`config.mk`:
```
export PLATFORM = sky130hd
export DESIGN_NAME = irq_latch_ctrl
export DESIGN_NICKNAME = d
export VERILOG_FILES = /design/src/rtl/irq_pkg.sv /design/src/rtl/irq_debounce.sv /design/src/rtl/irq_status_regs.sv /design/src/rtl/irq_latch_ctrl.sv
export SDC_FILE = /design/constraint.sdc
export NUM_CORES = 1
export LEC_CHECK = 0
export ABC_AREA = 1
export BUFFER_PORTS_ARGS = -buffer_cell sky130_fd_sc_hd__buf_2
export CORE_MARGIN = 1
export CORE_UTILIZATION = 56
export CTS_CLUSTER_DIAMETER = 60
export DETAILED_ROUTE_END_ITERATION = 7
export PLACE_DENSITY_LB_ADDON = 0.25
export SLEW_MARGIN = 25
export SYNTH_ARGS = -nofsm -noshare
export SYNTH_HDL_FRONTEND = slang
export SYNTH_HIERARCHICAL = 1
export SYNTH_SLANG_ARGS = --single-unit
```
`constraint.sdc`:
```
create_clock -name clk -period 1.45 [get_ports clk]
set_input_delay 0.29 -clock clk [delete_from_list [all_inputs] [get_ports clk]]
set_output_delay 0.29 -clock clk [all_outputs]
set_load 0.02 [all_outputs]
```
`src/rtl/irq_pkg.sv`:
```
package irq_pkg;

    // Width of a debounce counter that must reach period-1
    function automatic int unsigned irq_cnt_width(input int unsigned period);
        return (period > 1) ? $clog2(period) : 1;
    endfunction

    // Default period field width and source count
    localparam int unsigned IRQ_PER_W_DEF = 4;
    localparam int unsigned IRQ_NSRC_DEF  = 8;

endpackage

```
`src/rtl/irq_debounce.sv`:
```
module irq_debounce
    import irq_pkg::*;
#(
    parameter int unsigned PERIOD = 4
) (
    input  logic clk,
    input  logic rst_n,
    input  logic tick_en_i,
    input  logic evt_i,
    output logic rise_o
);
    localparam int unsigned CW = irq_cnt_width(PERIOD);
    localparam logic [CW-1:0] LAST = CW'(PERIOD - 1);

    typedef struct packed {
        logic          samp;
        logic          stab;
        logic [CW-1:0] cnt;
    } db_state_t;

    db_state_t st_d, st_q;
    logic      rise_d;

    always_comb begin
        st_d      = st_q;
        rise_d    = 1'b0;
        st_d.samp = evt_i;
        if (st_q.samp == st_q.stab) begin
            st_d.cnt = '0;
        end else if (tick_en_i) begin
            if (st_q.cnt == LAST) begin
                st_d.stab = st_q.samp;
                st_d.cnt  = '0;
                rise_d    = st_q.samp;
            end else begin
                st_d.cnt = st_q.cnt + 1'b1;
            end
        end
    end

    always_ff @(posedge clk or negedge rst_n) begin
        if (!rst_n) begin
            st_q <= '0;
        end else begin
            st_q <= st_d;
        end
    end

    assign rise_o = rise_d;

    // filtered level moves only on a tick
    a_r10_tick_only: assert property (@(posedge clk) disable iff (!rst_n)
        !tick_en_i |=> $stable(st_q.stab));

    // counter never passes its limit
    a_r10_cnt_bound: assert property (@(posedge clk) disable iff (!rst_n)
        st_q.cnt <= LAST);

    // only an upward change of the filtered level reports an event
    a_r11_rise_only: assert property (@(posedge clk) disable iff (!rst_n)
        rise_o |=> st_q.stab);

endmodule

```
`src/rtl/irq_status_regs.sv`:
```
module irq_status_regs #(
    parameter int unsigned NSRC = 8
) (
    input  logic            clk,
    input  logic            rst_n,
    input  logic [NSRC-1:0] set_i,
    input  logic            wr_stat_i,
    input  logic            wr_mask_i,
    input  logic [NSRC-1:0] wr_data_i,
    output logic [NSRC-1:0] stat_o,
    output logic [NSRC-1:0] mask_o
);
    typedef struct packed {
        logic [NSRC-1:0] stat;
        logic [NSRC-1:0] mask;
    } regs_t;

    regs_t           rg_d, rg_q;
    logic [NSRC-1:0] clr_d;

    always_comb begin
        rg_d      = rg_q;
        clr_d     = wr_stat_i ? wr_data_i : '0;
        rg_d.stat = (rg_q.stat & ~clr_d) | set_i;
        if (wr_mask_i) begin
            rg_d.mask = wr_data_i;
        end
    end

    always_ff @(posedge clk or negedge rst_n) begin
        if (!rst_n) begin
            rg_q.stat <= '0;
            rg_q.mask <= '1;
        end else begin
            rg_q <= rg_d;
        end
    end

    assign stat_o = rg_q.stat;
    assign mask_o = rg_q.mask;

    // bits not cleared by a write survive
    a_r2_sticky: assert property (@(posedge clk) disable iff (!rst_n)
        1'b1 |=> ((stat_o & $past(stat_o & ~(wr_stat_i ? wr_data_i : '0)))
                  == $past(stat_o & ~(wr_stat_i ? wr_data_i : '0))));

    // written ones clear unless an event arrives
    a_r3_clear: assert property (@(posedge clk) disable iff (!rst_n)
        wr_stat_i |=> ((stat_o & $past(wr_data_i & ~set_i)) == '0));

    // an event always lands
    a_r5_set_wins: assert property (@(posedge clk) disable iff (!rst_n)
        (|set_i) |=> ((stat_o & $past(set_i)) == $past(set_i)));

    // reset masks everything and clears status
    a_r8_reset_vals: assert property (@(posedge clk)
        !rst_n |=> ((&mask_o) && (stat_o == '0)));

endmodule

```
`src/rtl/irq_latch_ctrl.sv`:
```
module irq_latch_ctrl
    import irq_pkg::*;
#(
    parameter int unsigned NSRC  = IRQ_NSRC_DEF,
    parameter int unsigned PER_W = IRQ_PER_W_DEF,
    parameter logic [NSRC*PER_W-1:0] DB_PERIODS =
        {4'd1, 4'd2, 4'd3, 4'd4, 4'd5, 4'd6, 4'd7, 4'd8}
) (
    input  logic            clk,
    input  logic            rst_n,
    input  logic            tick_en_i,
    input  logic [NSRC-1:0] evt_i,
    input  logic            wr_stat_i,
    input  logic            wr_mask_i,
    input  logic [NSRC-1:0] wr_data_i,
    output logic [NSRC-1:0] stat_o,
    output logic [NSRC-1:0] mask_o,
    output logic            irq_o
);
    logic [NSRC-1:0] set_bits;
    logic            irq_d;

    for (genvar gi = 0; gi < NSRC; gi++) begin : g_src
        localparam int unsigned P_RAW = int'(DB_PERIODS[gi*PER_W +: PER_W]);
        localparam int unsigned P_EFF = (P_RAW == 0) ? 1 : P_RAW;

        irq_debounce #(.PERIOD(P_EFF)) u_db (
            .clk      (clk),
            .rst_n    (rst_n),
            .tick_en_i(tick_en_i),
            .evt_i    (evt_i[gi]),
            .rise_o   (set_bits[gi])
        );
    end

    irq_status_regs #(.NSRC(NSRC)) u_regs (
        .clk      (clk),
        .rst_n    (rst_n),
        .set_i    (set_bits),
        .wr_stat_i(wr_stat_i),
        .wr_mask_i(wr_mask_i),
        .wr_data_i(wr_data_i),
        .stat_o   (stat_o),
        .mask_o   (mask_o)
    );

    always_comb begin
        irq_d = |(stat_o & ~mask_o);
    end

    assign irq_o = irq_d;

    // unmasking a pending bit raises the line after the write edge
    a_r9_unmask_pending: assert property (@(posedge clk) disable iff (!rst_n)
        (wr_mask_i && !wr_stat_i && |(stat_o & ~wr_data_i)) |=> irq_o);

    // an unmasked event keeps the line up even during a clear
    a_r6_race_high: assert property (@(posedge clk) disable iff (!rst_n)
        (!wr_mask_i && |(set_bits & ~mask_o)) |=> irq_o);

    // with every source masked the line is low
    a_r7_masked_quiet: assert property (@(posedge clk) disable iff (!rst_n)
        (&mask_o) |-> !irq_o);

endmodule

```
==> results.cfg <==
[sta]
skew_ns = 0.00902
layout_setup_ws_ns = -0.105
relSlewSlack_pct = 83.2
worst_pin_slew_ns = 0.252
max_clock_freq_ghz = 0.643
hold_viol_final = 0
setup_tns_ns = -0.105
finalCritPeriodShare_pct = 107
setup_viol = 1
period_needed_ns = 1.56
slew_viol_final = 0
rsz0062_at_grt = yes

[min_path]
hold_class = in -> reg

[floorplanning]
ios = 38
die_y_um = 67.4
rows = 23
fp.coreArea_um2 = 4060
die_x_um = 67.4
initial_utilization_pct = 59.1
die-area_um2 = 4550

[logic_synthesis]
synthCells = 307
synth.distinct_cells = 22
synth_area_leaders = dfrtp_1 (43%), nand2_1 (18%), dfstp_2 (8.8%)
async_reset_ff_share_pct = 100
synth.avg_cell_area_um2 = 7.81
synth-seq-cells = 49
ys_seq_area_share_pct = 51.5
synth_flop_cell = dfrtp_1
yosysTopAreaCellShare_pct = 42.8
yosysTopAreaCell = dfrtp_1
synthesis.area_um2 = 2400
yosys-top-cells-count = nand2_1 (115), inv_1 (55), dfrtp_1 (41), nand4_1 (21), nor2_1 (13)
synth_most_common_cell = nand2_1
synth-edff-count = 0
yosys_warnings = 6
synth_nets = 333

[worst_setup_path]
critical-path-top-delay-family = flip-flops
cpPeakStageDelay_ns = 0.55
path_buf_inv = 2
cpMaxStageDelayCell = dfstp_2
crit_type = reg -> out
endpoint_kind = output port
worstPathRequired_ns = 1.16
crit_top_cell = nand2_1
worstPathArrival_ns = 1.27
crit_chain = inv_2, nand2_2, nand2_1, nor2_1, nand2_1, buf_6
path_max_fanout = 2
crit_path_start_kind = flop

[placed_design]
dp_slack_ns = 0.202
portBuffers = 37
dp_hpwl_um = 3100
routabilityCongestion = 0.770

[finish]
n_fill_cell = 311
drive_gt1_share_pct = 24.9
final_nets = 382
diodes = 0
area_delta_synth_final_pct = 18.5

[clock_network]
root_buffer = clkbuf_8
cts_buffer_depth = 2
cts_buffers = 5
clk_pin_slew_worst_paths_ns = 0.09
htreeDepth = 2
clock-sinks = 49
cts_tree = yes
worstSkewPairLatency_ns = 0.30

[power_and_ir_drop]
combPwrFrac_pct = 20.4
internal_power_mw = 2.38
power_density_nw_per_um2 = 1190
p_clk_share_pct = 29.4
pwr-share-seq_pct = 50.1
switchingPower_mw = 1.00
ir_worst_vdd_uv = 732
leakage_nw = 1.67
p_sw_share_pct = 29.6

[run_status]
status = complete, but fails checks
violations = setup timing

[routing]
drcViolationCount = 0
wire_per_inst_um = 10.8
drtIter0Drc = 139
wirelength_um = 4390
drt-pass1-iter-count = 4
ant_nets = 0
vias = 1976
viasPerCell = 4.86

[global_routing]
grt_usage_pct = 21.2
grt-ovfl-total = 0
grt_pass1_wl_um = 7080
antenna_found_initial = 0
grt_max_degree = 50
grt_pass1_vias = 1696

[flow_run]
cap_viol_max_count = 0
-- cell families (layout without fill, tap and decap cells) --
family                     after synthesis  in the layout  share of synthesized area (%)
AOI/OAI and AO/OA                       16             16                           3.81
and+or+nand+nor                        171            171                           31.1
adders and majority gates                5              5                           2.61
buffers and inverters                   65            115                           10.5
DFF                                     49             49                           51.5
muxes                                    1              1                          0.417
-- metrics by stage --
stage                     cell area [um2]  power [mW]  utilization, %  hold slack [ns]  instances
after floorplan                      2400        2.15               -         -0.00559        307
after global placement               2670        2.34            65.8            0.297        394
after detailed placement             2670        2.38            65.8            0.292        394
after CTS                            2840        3.42            69.9           0.0781        407
after global routing                 2840        3.61            70.0           0.0693        407
final                                2840        3.39            70.0           0.0890        407
-- cells in the final DEF, fill, tap and decap left out, types with 2 or more instances in the layout --
cell type and count:
inv_1 52, ha_1 5, nand3_1 6, buf_4 4
buf_12 2, dfstp_2 8, o21ai_1 2, buf_2 36
nand2_2 12, dfrtp_1 41, inv_2 11, nand2_1 113
nand4_1 21, o21ai_0 10, nor2_2 4, clkbuf_8 6
nor2_1 13
-- per-layer routing --
| metal | vias to the layer above | share of wire [%] | GRT usage (%) |
|---|---|---|---|
| met3 | 8 | 3.8 | 5.41 |
| met1 | 886 | 48 | 25.8 |
| met5 | - | 0 | 0 |
| met4 | 0 | 1.8 | 7.98 |
| met2 | 46 | 46 | 36.1 |
| li1 | 1036 | - | - |
-- state kept, by name (all words and copies together) (netlist names) --
register / cells
u_regs/mask_o: 8
g_src.u_db/st_q: 33
u_regs/stat_o: 8
-- worst reg2reg max path: cells and delay by family (launching register included) --
family,cells,cell delay (ns)
adders and majority gates,2,0.42
buffers and inverters,2,0.09
DFF,1,0.41
and+or+nand+nor,2,0.18
-- final timing paths --
| path | startpoint | end | slack (ns) | cells after the start |
|---|---|---|---|---|
| setup / recovery | u_regs/mask_o[5]$_DFFE_PN1P_ | irq_o | -0.11 | 6 |
| hold / removal | evt_i[4] | g_src[4].u_db/st_q[3]$_DFF_PN0_ | 0.09 | 1 |
| setup reg to reg | g_src[0].u_db/st_q[0]$_DFFE_PN0P_ | u_regs/stat_o[0]$_DFF_PN0_ | 0.24 | 6 |
| hold reg to reg | u_regs/mask_o[4]$_DFFE_PN1P_ | u_regs/mask_o[4]$_DFFE_PN1P_ | 0.48 | 2 |
| max in group asynchronous | rst_n | u_regs/mask_o[2]$_DFFE_PN1P_ | 0.68 | 3 |
| min in group asynchronous | rst_n | u_regs/stat_o[0]$_DFF_PN0_ | 0.49 | 3 |
-- layout make-up --
class / instances / area [um2] / area share, %
Timing Repair Buffer: 44 / 272 / 9.56
Multi-Input combinational cell: 193 / 915 / 32.2
Clock inverter: 2 / 37.5 / 1.32
Tap cell: 50 / 62.6 / 2.20
Clock buffer: 6 / 82.6 / 2.91
Inverter: 63 / 236 / 8.32
Sequential cell: 49 / 1240 / 43.5
-- power by group through the flow --
stage | sequential [mW] | clock, mW | combinational, mW
after floorplan | 1.75 | 0 | 0.396
after global placement | 1.71 | 0 | 0.629
after detailed placement | 1.72 | 0 | 0.652
after CTS | 1.70 | 1.03 | 0.697
after global routing | 1.72 | 1.09 | 0.800
final | 1.70 | 0.996 | 0.692
-- timing repair --
action	4_1_cts	5_1_grt
buffers inserted	4	0
endpoints found under the setup margin	1	1
hold buffers	1	0
hold endpoints to repair	41	0
pin swaps	2	1
gates resized for setup	3	4
Power figures use the tool's default switching activity.
